<file path="src/rtl/repl_steer_pkg.sv">
package repl_steer_pkg;
  localparam int SEL_FLD_W = 4;
  localparam int BCAST_BIT = 31;

  typedef struct packed {
    logic                 bcast;
    logic [SEL_FLD_W-1:0] grp;
    logic [SEL_FLD_W-1:0] ins;
  } steer_sel_t;

  function automatic steer_sel_t sel_from_word(input logic [31:0] w);
    steer_sel_t s;
    s.bcast = w[BCAST_BIT];
    s.grp   = w[2*SEL_FLD_W-1:SEL_FLD_W];
    s.ins   = w[SEL_FLD_W-1:0];
    return s;
  endfunction

  function automatic logic [31:0] sel_to_word(input steer_sel_t s);
    logic [31:0] w;
    w = '0;
    w[BCAST_BIT] = s.bcast;
    w[2*SEL_FLD_W-1:SEL_FLD_W] = s.grp;
    w[SEL_FLD_W-1:0] = s.ins;
    return w;
  endfunction
endpackage

</file>
<file path="src/rtl/rsb_steer_sel.sv">
module rsb_steer_sel
  import repl_steer_pkg::*;
(
  input  logic        clk,
  input  logic        rst_n,
  input  logic        sel_we,
  input  logic [31:0] sel_wdata,
  output steer_sel_t  sel_q
);
  steer_sel_t sel_d;

  always_comb begin
    sel_d = sel_q;
    if (sel_we) sel_d = sel_from_word(sel_wdata);
  end

  always_ff @(posedge clk or negedge rst_n) begin
    if (!rst_n) begin
      sel_q.bcast <= 1'b1;
      sel_q.grp   <= '0;
      sel_q.ins   <= '0;
    end else if (sel_we) begin
      sel_q <= sel_d;
    end
  end
endmodule

</file>
<file path="src/rtl/rsb_steer_decode.sv">
module rsb_steer_decode
  import repl_steer_pkg::*;
#(
  parameter int NUM_GROUPS     = 4,
  parameter int INST_PER_GROUP = 4,
  localparam int NUM_COPIES    = NUM_GROUPS * INST_PER_GROUP
) (
  input  steer_sel_t              sel,
  input  logic [NUM_COPIES-1:0]   inst_en,
  output logic [NUM_COPIES-1:0]   tgt_oh,
  output logic                    tgt_live
);
  for (genvar g = 0; g < NUM_GROUPS; g++) begin : g_grp
    for (genvar i = 0; i < INST_PER_GROUP; i++) begin : g_ins
      localparam int K = g * INST_PER_GROUP + i;
      logic hit;
      assign hit       = (sel.grp == SEL_FLD_W'(g)) && (sel.ins == SEL_FLD_W'(i));
      assign tgt_oh[K] = hit & inst_en[K];
    end
  end

  assign tgt_live = |tgt_oh;
endmodule

</file>
<file path="src/rtl/rsb_copy_slice.sv">
module rsb_copy_slice #(
  parameter int DATA_W = 32
) (
  input  logic              clk,
  input  logic              rst_n,
  input  logic              wr_hit,
  input  logic [DATA_W-1:0] wdata,
  output logic [DATA_W-1:0] q
);
  logic [DATA_W-1:0] d;

  always_comb begin
    d = q;
    if (wr_hit) d = wdata;
  end

  always_ff @(posedge clk or negedge rst_n) begin
    if (!rst_n)      q <= '0;
    else if (wr_hit) q <= d;
  end
endmodule

</file>
<file path="src/rtl/repl_steer_bank.sv">
module repl_steer_bank
  import repl_steer_pkg::*;
#(
  parameter int          DATA_W         = 32,
  parameter int          ADDR_W         = 8,
  parameter int          NUM_GROUPS     = 4,
  parameter int          INST_PER_GROUP = 4,
  parameter logic [7:0]  REPL_ADDR      = 8'h10,
  parameter logic [7:0]  SEL_ADDR       = 8'h14,
  localparam int         NUM_COPIES     = NUM_GROUPS * INST_PER_GROUP
) (
  input  logic                  clk,
  input  logic                  rst_n,
  input  logic [ADDR_W-1:0]     bus_addr,
  input  logic                  bus_we,
  input  logic                  bus_re,
  input  logic [DATA_W-1:0]     bus_wdata,
  output logic [DATA_W-1:0]     bus_rdata,
  input  logic [NUM_COPIES-1:0] inst_en
);
  steer_sel_t              sel_q;
  logic [NUM_COPIES-1:0]   tgt_oh;
  logic                    tgt_live;
  logic                    repl_hit, sel_hit;
  logic                    repl_wr, sel_wr;
  logic [NUM_COPIES*DATA_W-1:0] copies_flat;
  logic [DATA_W-1:0]       steered_val;
  logic [DATA_W-1:0]       rdata_d;
  logic [31:0]             sel_word;

  assign repl_hit = (bus_addr == ADDR_W'(REPL_ADDR));
  assign sel_hit  = (bus_addr == ADDR_W'(SEL_ADDR));
  assign repl_wr  = bus_we & repl_hit;
  assign sel_wr   = bus_we & sel_hit;

  rsb_steer_sel u_sel (
    .clk       (clk),
    .rst_n     (rst_n),
    .sel_we    (sel_wr),
    .sel_wdata (32'(bus_wdata)),
    .sel_q     (sel_q)
  );

  rsb_steer_decode #(
    .NUM_GROUPS     (NUM_GROUPS),
    .INST_PER_GROUP (INST_PER_GROUP)
  ) u_dec (
    .sel      (sel_q),
    .inst_en  (inst_en),
    .tgt_oh   (tgt_oh),
    .tgt_live (tgt_live)
  );

  for (genvar k = 0; k < NUM_COPIES; k++) begin : g_copy
    logic hit_k;
    assign hit_k = repl_wr & inst_en[k] & (sel_q.bcast | tgt_oh[k]);
    rsb_copy_slice #(.DATA_W(DATA_W)) u_slice (
      .clk    (clk),
      .rst_n  (rst_n),
      .wr_hit (hit_k),
      .wdata  (bus_wdata),
      .q      (copies_flat[k*DATA_W +: DATA_W])
    );
  end

  always_comb begin
    steered_val = '0;
    for (int k = 0; k < NUM_COPIES; k++) begin
      steered_val |= copies_flat[k*DATA_W +: DATA_W] & {DATA_W{tgt_oh[k]}};
    end
  end

  assign sel_word = sel_to_word(sel_q);

  always_comb begin
    rdata_d = '0;
    if (repl_hit)     rdata_d = tgt_live ? steered_val : '0;
    else if (sel_hit) rdata_d = DATA_W'(sel_word);
  end

  always_ff @(posedge clk or negedge rst_n) begin
    if (!rst_n)      bus_rdata <= '0;
    else if (bus_re) bus_rdata <= rdata_d;
  end
endmodule

</file>
<file path="config.mk">
export PLATFORM = sky130hd
export DESIGN_NAME = repl_steer_bank
export DESIGN_NICKNAME = d
export VERILOG_FILES = /design/src/rtl/repl_steer_pkg.sv /design/src/rtl/rsb_steer_sel.sv /design/src/rtl/rsb_steer_decode.sv /design/src/rtl/rsb_copy_slice.sv /design/src/rtl/repl_steer_bank.sv
export SDC_FILE = /design/constraint.sdc
export NUM_CORES = 1
export LEC_CHECK = 0
export BUFFER_PORTS_ARGS = -buffer_cell sky130_fd_sc_hd__buf_2
export CAP_MARGIN = 25
export CORE_ASPECT_RATIO = 0.6
export CORE_MARGIN = 1
export CORE_UTILIZATION = 40
export DETAILED_ROUTE_END_ITERATION = 10
export GPL_TIMING_DRIVEN = 1
export HOLD_SLACK_MARGIN = 0.1
export PLACE_DENSITY = 0.53
export SETUP_SLACK_MARGIN = 0.3
export SKIP_LAST_GASP = 1
export SLEW_MARGIN = 20
export SYNTH_ARGS = -nofsm -noshare
export SYNTH_HDL_FRONTEND = slang
export SYNTH_HIERARCHICAL = 1
export SYNTH_SLANG_ARGS = --single-unit
</file>
<file path="constraint.sdc">
create_clock -name clk -period 7.2 [get_ports clk]
set_clock_uncertainty 0.15 [all_clocks]
set_input_delay 0.36 -clock clk [delete_from_list [all_inputs] [get_ports clk]]
set_output_delay 0.36 -clock clk [all_outputs]
set_load 0.005 [all_outputs]
</file>
==> flow_summary.toml, run 1 <==
[placed_design]
place.gp.congestion = 0.775
dp_hpwl_um = 42500
port-buffer-count = 91
placed_cell_area_sq_mm = 0.0271
pre_cts_ws_ns = 2.70
dp.cells = 2547

[clocking]
cts.repair.resized = 0
numCtsBuffers = 53
insertion_delay_ns = 0.61
post_cts_buffers = 0
clock_path_buffers = 3
cts-root-buf = "clkbuf_16"
clock_sinks = 553
tritoncts = "done"
clkSlewWorstSetupHoldPaths_ns = 0.07
h-tree-depth = 2

[run]
drv_cap = 0

[drt]
vias = 15500
top_layer_used = "met4"
ant_nets = 0
wl_met1_um = 39900
wl_per_cell_um = 29.4
drc = 0
wl_met3_um = 4000
drt_wl_total_um = 78100
drtIter0Drc = 1242
wl_met2_um = 32900
vias_per_cell = 5.82
dr.pass1.iters = 5

[logic_synthesis]
synth-seq-area-share = 0.523
synth_area_leaders = "dfrtp_1, mux2_4, a221oi_1"
synthFlopType = "dfrtp_1"
synth_cells = 1663
yosys_warnings = 6
yosys.area.top_type = "dfrtp_1"
postSynthAreaPerCell_sq_um = 15.9
ys_types = 44
synth-seq-cells = 553
ys_async_sr_fraction = 1.00
synth_edf_count = 0
netlist.area_leader.share = 0.522
synth_area_sq_mm = 0.0265
syn_nets = 1723

[grt]
first_global_vias = 16200
antenna_found_initial = 1
grt_pass1_wl_um = 117000
grt_usage = 0.233
overflow = 0
grt_max_degree = 170

[timing]
rsz0062_at_grt = "no"
finalCritPeriodShare = 0.630
slew_headroom = 0.207
finalMaxSlewViolations = 0
hold_viol = 0
hold_slack_ns = 0.134
worst_slack_ns = 2.66
finalCriticalPeriod_ns = 4.54
worstMarginPinSlew_ns = 1.19
setup_tns_ns = 0
setup_viol_count_final = 0
fmax_ghz = 0.220

[final_layout]
fin_nets = 1785
drive_gt1_frac = 0.445
register_area_sq_mm = 0.0138
area_growth_pct = 10.3
instances_no_fill = 2656
design_area_sq_mm = 0.0292
fin_util = 0.449
fillers = 5683
multi_input_area_sq_mm = 0.0113

[status]
status = "complete, no violations"

[pwr]
cellPowerDensity_mw_per_mm2 = 219
p_leak_nw = 13.3
peakVddDrop_mv = 0.195
p_seq_frac = 0.488
clkPwrFrac = 0.476
finalPower_mw = 6.41
p_sw_mw = 1.46
netSwitchingFraction = 0.227
p_int_mw = 4.95
combPwrFrac = 0.036

[worst_setup_path]
crit_slowest_cell = "nor2_4"
crit_chain = "nor4b_2, nand3_1, nor2_4, buf_4, o21ai_0, nor2_4, buf_4, mux2_2"
worst-path-max-fanout = 33
slowest_delay_ns = 0.85
crit_path_end_kind = "flop"
path_class = "flop to flop"
arrival_ns = 4.87
critPathLaunchType = "flop"
required_ns = 7.53

[die]
start_util = 0.408
die_y_um = 201
rows = 72
pin_count = 92
design.die.area_sq_mm = 0.0673
core_sq_mm = 0.0650
die_w_um = 334

[hold_path]
hold_class = "input pin to flop"
## layout by cell type (no fill, tap or decap), drive strengths merged
cell type    netlist  routed
clkinvlp           0       1
and2               3       3
nor2b              9       9
and4              33      33
nor4b              2       2
and4bb             1       1
nor4               3       3
nand2b             1       1
mux2             521     521
a21o               1       1
clkbuf            60      78
buf               74     134
nand2              5       5
or3b               2       2
nor3b              2       2
a221oi           128     128
o22ai             25      25
nand3              3       3
mux2i              4       4
dfstp              1       1
or4b               2       2
bufinv             0       7
clkinv             0      10
a21boi             1       1
nand3b             3       3
and3              10      10
o21ai             27      27
diode              0       1
a22o             128     128
dlygate4sd3        0       7
inv               24      25
dfrtp            552     552
a21oi             10      10
nor3               1       1
or3                1       1
nor2              23      23
nand4              2       2
a22oi              1       1
## synth_stat cells, drive strengths merged, types with 10 or more instances
library cell and instances:
and4 33, dfrtp 552, mux2 521, clkbuf 60, a21oi 10, buf 74
nor2 23, and3 10, a221oi 128, inv 24, o21ai 27, a22o 128
o22ai 25
## power groups by stage
| stage | Combinational, mW | Sequential (mW) | Clock (mW) |
|---|---|---|---|
| finish | 0.229 | 3.13 | 3.05 |
| global route | 0.250 | 3.12 | 3.24 |
| CTS | 0.231 | 3.12 | 3.11 |
| detailed placement | 0.228 | 3.18 | 0 |
| global placement | 0.224 | 3.18 | 0 |
| floorplan | 0.0561 | 3.18 | 0 |
## worst paths after layout
| path | from | end | slack (ns) | cells past startpoint |
|---|---|---|---|---|
| max | u_sel/sel_q[4] | g_copy[11].u_slice/q[31] | 2.66 | 8 |
| min reg2reg | g_copy[8].u_slice/q[29] | g_copy[8].u_slice/q[29] | 0.36 | 1 |
| min | bus_wdata[8] | g_copy[2].u_slice/q[8] | 0.13 | 2 |
| max in group asynchronous | rst_n | g_copy[8].u_slice/q[27] | 5.13 | 3 |
| min in group asynchronous | rst_n | g_copy[5].u_slice/q[10] | 0.22 | 2 |
| max reg2reg | u_sel/sel_q[4] | g_copy[11].u_slice/q[31] | 2.66 | 8 |
## layer usage
layer  vias up  GRT usage
met3        97     0.0386
met1      8475      0.369
met4         0     0.0467
li1       6426          -
met2       472      0.331
met5         -          0
## cell type report
type,count,area share
sequential,553,0.474
antenna,1,0.0000857
multi-input combinational,952,0.387
inverter,24,0.00309
clock buffer,78,0.0546
clock inverter,19,0.00986
tap,888,0.0381
timing repair buffer,141,0.0333
## worst max-delay path, delay by kind of cell, from the launching register on
kind	cells	cell delay, ns
AOI/OAI and AO/OA	1	0.30
buffers and inverters	2	1.09
DFF	1	0.47
muxes	1	0.38
and+or+nand+nor	4	2.00
## what timing repair did
item	CTS	global route
setup endpoints to repair	0	0
endpoints found under the hold margin	170	0
hold buffers	7	0
## logic make-up (layout without fill, tap and decap cells)
family	after synthesis	after routing	share of synthesized area
other	0	1	0
AO/OA/AOI/OAI	321	321	0.0987
multiplexers	525	525	0.292
buffers and inverters	158	262	0.0572
AND/OR/NAND/NOR	106	106	0.0289
flip-flops	553	553	0.523
## sequential cells by signal (all words and copies together), names as in the netlist
register          count
u_sel/sel_q           9
g_copy.u_slice/q    512
bus_rdata            32
No activity file was read; power rests on OpenSTA's default activity.
==> run 2, diff against run 1 <==
--- a/config.mk
+++ b/config.mk
@@ -13,7 +13,7 @@
 export DETAILED_ROUTE_END_ITERATION = 10
 export GPL_TIMING_DRIVEN = 1
 export HOLD_SLACK_MARGIN = 0.1
-export PLACE_DENSITY = 0.53
+export PLACE_DENSITY = 0.56
 export SETUP_SLACK_MARGIN = 0.3
 export SKIP_LAST_GASP = 1
 export SLEW_MARGIN = 20
==> constraint.sdc (replaced) <==
create_clock -name clk -period 3.7 [get_ports clk]
set_clock_uncertainty 0.15 [all_clocks]
set_input_delay 0.185 -clock clk [delete_from_list [all_inputs] [get_ports clk]]
set_output_delay 0.185 -clock clk [all_outputs]
set_load 0.005 [all_outputs]
==> run 2 against run 1 <==
- fmax grew 40%
- sequential power increased by 94%
- utilization grew 0.65 points
- power grew 86%
- critical path depth did not move
- clock power grew 76%
- global-route usage is 0.067 points higher
- register-to-register slack worse by 2.2 ns
- combinational power is 110% higher
- largest cell class unchanged
- largest power group unchanged
- highest routed layer unchanged
==> flow_summary.toml, run 2 (synthesis gave the netlist of run 1 again) <==
[pwr]
cellPowerDensity_mw_per_mm2 = 403
p_sw_mw = 2.74
p_seq_frac = 0.510
p_leak_nw = 13.5
peakVddDrop_mv = 0.368
p_int_mw = 9.20
clkPwrFrac = 0.449
combPwrFrac = 0.041
netSwitchingFraction = 0.229

[grt]
grt_pass1_wl_um = 117000
overflow = 0
grt_max_degree = 119
first_global_vias = 16700
grt_usage = 0.234
antenna_found_initial = 1

[timing]
worstMarginPinSlew_ns = 0.755
finalCriticalPeriod_ns = 3.24
hold_viol = 0
finalMaxSlewViolations = 0
slew_headroom = 0.496
worst_slack_ns = 0.464
setup_viol_count_final = 0
rsz0062_at_grt = "no"
setup_tns_ns = 0
fmax_ghz = 0.309
finalCritPeriodShare = 0.875

[final_layout]
area_growth_pct = 11.9
final_common_cell = "dfrtp_1"
fin_util = 0.456
reg_top3 = "g_copy.u_slice/q (512), bus_rdata (32), u_sel/sel_q (9)"
fin_nets = 1828
largest_reg_flops = 512
antennaDiodeCount = 0
regMostFlops = "g_copy.u_slice/q"
drive_gt1_frac = 0.437
final_cell_mix = "dfrtp_1, mux2_4, a22o_1, a221oi_1, buf_2"

[die]
die_w_um = 334
core_sq_mm = 0.0650
start_util = 0.408
pin_count = 92
rows = 72
die_y_um = 201
design.die.area_sq_mm = 0.0673

[placed_design]
port-buffer-count = 91
place.gp.congestion = 0.803
pre_cts_ws_ns = 0.506
dp_hpwl_um = 42000

[drt]
drc = 0
ant_nets = 0
drt_wl_total_um = 77600
wl_per_cell_um = 28.8
vias_per_cell = 5.79
drtIter0Drc = 1115
dr.pass1.iters = 5
vias = 15600

[status]
status = "complete, no violations"

[worst_setup_path]
path_class = "flop to flop"
r2r_slack_ns = 0.46
slowest_delay_ns = 0.80
required_ns = 4.06
arrival_ns = 3.60
crit_path_end_kind = "flop"
crit_slowest_cell = "dfrtp_1"
crit_chain = "or3b_1, nor2_1, and3_2, buf_4, a22o_1, a221oi_1, and4_1, o21ai_1"
worst-path-max-fanout = 19
critPathLaunchType = "flop"

[clocking]
cts-root-buf = "clkbuf_16"
cts.repair.resized = 0
h-tree-depth = 2
insertion_delay_ns = 0.59
clkSlewWorstSetupHoldPaths_ns = 0.07
tritoncts = "done"
clock_sinks = 553
clock_path_buffers = 3
numCtsBuffers = 51

[run]
drv_cap = 0

[hold_path]
hold_class = "input pin to flop"
[run 2: power by group through the flow]
stage / logic, mW / registers, mW / clock network, mW
finish: 0.489 / 6.08 / 5.36
global route: 0.532 / 6.08 / 5.75
CTS: 0.494 / 6.08 / 5.48
detailed placement: 0.453 / 6.19 / 0
global placement: 0.443 / 6.19 / 0
floorplan: 0.109 / 6.19 / 0
[run 2: area by class of cell]
class                           instances  area [sq um]
Sequential cell                       553         13800
Inverter                               24          90.1
Timing Repair Buffer                  186          1610
Clock inverter                          9          78.8
Tap cell                              888          1110
Fill cell                            5646         35300
Multi-Input combinational cell        952         11300
Clock buffer                           81          1590
[run 2: routing by layer]
metal,part of all wire,GRT usage,up-vias
li1,-,-,6510
met1,0.50,0.363,8503
met2,0.42,0.330,482
met3,0.064,0.0497,103
met4,0.019,0.0505,0
met5,0,0,-
[run 2: through the flow]
step / hold WS (ns) / power [mW] / std cells / area (sq um)
floorplan: -0.261 / 6.30 / 1663 / 26500
global placement: 0.0788 / 6.64 / 2561 / 27500
detailed placement: 0.0870 / 6.65 / 2561 / 27500
CTS: 0.104 / 12.1 / 2693 / 29600
global route: 0.127 / 12.4 / 2693 / 29600
finish: 0.134 / 11.9 / 2693 / 29600
[run 2: critical path, delay by kind of cell, from the launching register on]
| family | cells | cell delay [ns] |
|---|---|---|
| flops | 1 | 0.80 |
| compound gates | 3 | 0.40 |
| simple gates | 4 | 1.39 |
| buf+inv | 1 | 0.38 |
[run 2: worst paths after layout]
path                                          start                  endpoint  cells past startpoint
setup / recovery                     u_sel/sel_q[0]              bus_rdata[3]                      8
hold / removal                               bus_we   g_copy[11].u_slice/q[1]                      4
setup reg to reg                     u_sel/sel_q[0]              bus_rdata[3]                      8
hold reg to reg            g_copy[13].u_slice/q[16]  g_copy[13].u_slice/q[16]                      1
max in group asynchronous                     rst_n   g_copy[0].u_slice/q[26]                      3
min in group asynchronous                     rst_n    g_copy[2].u_slice/q[1]                      3
[run 2: what timing repair did]
action                                 4_1_cts  5_1_grt
endpoints found under the hold margin      856        0
buffers inserted                             0        0
hold buffers                                42        0
==> run 3, diff against run 2 <==
--- a/config.mk
+++ b/config.mk
@@ -13,7 +13,7 @@
 export DETAILED_ROUTE_END_ITERATION = 10
 export GPL_TIMING_DRIVEN = 1
 export HOLD_SLACK_MARGIN = 0.1
-export PLACE_DENSITY = 0.56
+export PLACE_DENSITY = 0.53
 export SETUP_SLACK_MARGIN = 0.3
 export SKIP_LAST_GASP = 1
 export SLEW_MARGIN = 20
==> constraint.sdc (replaced) <==
create_clock -name clk -period 3.63 [get_ports clk]
set_clock_uncertainty 0.15 [all_clocks]
set_input_delay 0.1815 -clock clk [delete_from_list [all_inputs] [get_ports clk]]
set_output_delay 0.1815 -clock clk [all_outputs]
set_load 0.005 [all_outputs]
==> run 3 against run 2 <==
- cell count up 0.45%
- sequential power is 2% higher
- sequential share of layout area shrank 0.25 points
- routed wire length is 0.74% higher
- global-route usage up 0.17 points
- critical path depth is the same
- setup slack got worse by 0.094 ns
- worst hold slack got worse by 0.039 ns
- utilization is 0.25 points higher
- first-iteration DRC count increased by 21%
- combinational power rose by 4%
- cell area grew 0.54%
- critical path type is now input pin to flop
- highest routed layer unchanged
==> flow_summary.toml, run 3 (synthesis gave the netlist of run 1 again) <==
[die]
die_w_um = 334
design.die.area_sq_mm = 0.0673
rows = 72
start_util = 0.408
core_sq_mm = 0.0650
die_y_um = 201
pin_count = 92

[timing]
fmax_ghz = 0.307
setup_tns_ns = 0
finalMaxSlewViolations = 0
finalCriticalPeriod_ns = 3.26
worstMarginPinSlew_ns = 1.02
hold_viol = 0
finalCritPeriodShare = 0.898
slew_headroom = 0.321
rsz0062_at_grt = "no"
setup_viol_count_final = 0

[status]
status = "complete, no violations"

[final_layout]
reg_top3 = "g_copy.u_slice/q (512), bus_rdata (32), u_sel/sel_q (9)"
final_cell_mix = "dfrtp_1, mux2_4, a22o_1, a221oi_1, buf_2"
largest_reg_flops = 512
final_common_cell = "dfrtp_1"
fin_util = 0.458
regMostFlops = "g_copy.u_slice/q"
fin_nets = 1841
area_growth_pct = 12.5
drive_gt1_frac = 0.435
fillers = 5642
antennaDiodeCount = 0

[worst_setup_path]
required_ns = 3.98
worst-path-max-fanout = 7
arrival_ns = 3.61
r2r_start = "u_sel/sel_q[3]"
reg2reg_depth = 6
r2r_slack_ns = 0.54
r2r-end = "g_copy[12].u_slice/q[29]"
crit_path_start = "bus_addr[6]"
path_class = "input pin to flop"
critPathLaunchType = "input pin"
crit_path_end_kind = "flop"

[run]
drv_cap = 0

[drt]
dr.pass1.iters = 7
ant_nets = 0
vias = 15500
drt_wl_total_um = 78200
vias_per_cell = 5.73
drc = 0
wl_per_cell_um = 28.9
drtIter0Drc = 1350

[placed_design]
port-buffer-count = 91
dp_hpwl_um = 41300
place.gp.congestion = 0.787

[grt]
first_global_vias = 16400
grt_pass1_wl_um = 117000
antenna_found_initial = 0
grt_usage = 0.236
grt_max_degree = 109
overflow = 0

[clocking]
numCtsBuffers = 51
insertion_delay_ns = 0.60
clkSlewWorstSetupHoldPaths_ns = 0.07
h-tree-depth = 2
post_cts_buffers = 0
tritoncts = "done"
cts-root-buf = "clkbuf_16"
clock_path_buffers = 3
clock_sinks = 553

[hold_path]
hold_class = "input pin to asynchronous set/reset pin"

[pwr]
p_leak_nw = 13.5
cellPowerDensity_mw_per_mm2 = 407
peakVddDrop_mv = 0.409
## run 3: worst max-delay path: stages
cell           delay [ns]
dlygate4sd3_1        0.55
buf_2                0.13
or4b_4               0.49
dlygate4sd3_1        0.60
nor3_2               0.50
dlygate4sd3_1        0.93
a21oi_1              0.12
o21ai_0              0.11
## run 3: power by group
part / switching, mW / total, mW / internal (mW)
Combinational: 0.366 / 0.508 / 0.142
Sequential: 0.0186 / 6.20 / 6.18
Clock: 2.41 / 5.41 / 3.00
Total: 2.79 / 12.1 / 9.32
## run 3: worst max-delay path by stage
| stage | end | slack (ns) | cells past startpoint |
|---|---|---|---|
| 6_report | bus_rdata[31] | 0.37 | 8 |
| 3_3_place_gp | g_copy[12].u_slice/q[29] | 0.58 | 6 |
| 5_1_grt | bus_rdata[31] | 0.34 | 8 |
| 2_1_floorplan | g_copy[6].u_slice/q[0] | 0.66 | 10 |
| 4_1_cts | bus_rdata[31] | 0.53 | 8 |
| 3_5_place_dp | g_copy[0].u_slice/q[31] | 0.57 | 7 |
## run 3: cell type report
cell class / instances / area (sq um) / area share
clock buffers: 82 / 1520 / 0.0512
clock inverters: 7 / 100 / 0.00336
inverters: 24 / 90.1 / 0.00303
multi-input cells: 952 / 11300 / 0.379
flip-flops and latches: 553 / 13800 / 0.465
well taps: 888 / 1110 / 0.0373
repair buffers: 199 / 1820 / 0.0612
## run 3: timing repair
| item | 4_1_cts | 5_1_grt |
|---|---|---|
| hold buffers | 43 | 0 |
| hold endpoints to repair | 622 | 0 |
| resized for setup | 0 | 0 |
## run 3: routing by layer
metal,vias to the layer above,wire (um),GRT usage
li1,6544,-,-
met1,8368,38800,0.366
met2,471,33300,0.338
met3,127,4470,0.0416
met4,0,1590,0.0547
met5,-,0,0
## run 3: per-stage QoR
step	setup slack (ns)	power, mW	instances	cell area, sq um	hold WS (ns)
after global routing	0.335	12.6	2705	29800	0.141
final	0.370	12.1	2705	29800	0.0946
after CTS	0.531	12.3	2705	29800	0.118
after detailed placement	0.573	6.78	2573	27700	0.191
after global placement	0.582	6.77	2573	27700	0.167
after floorplan	0.665	6.42	1663	26500	-0.264
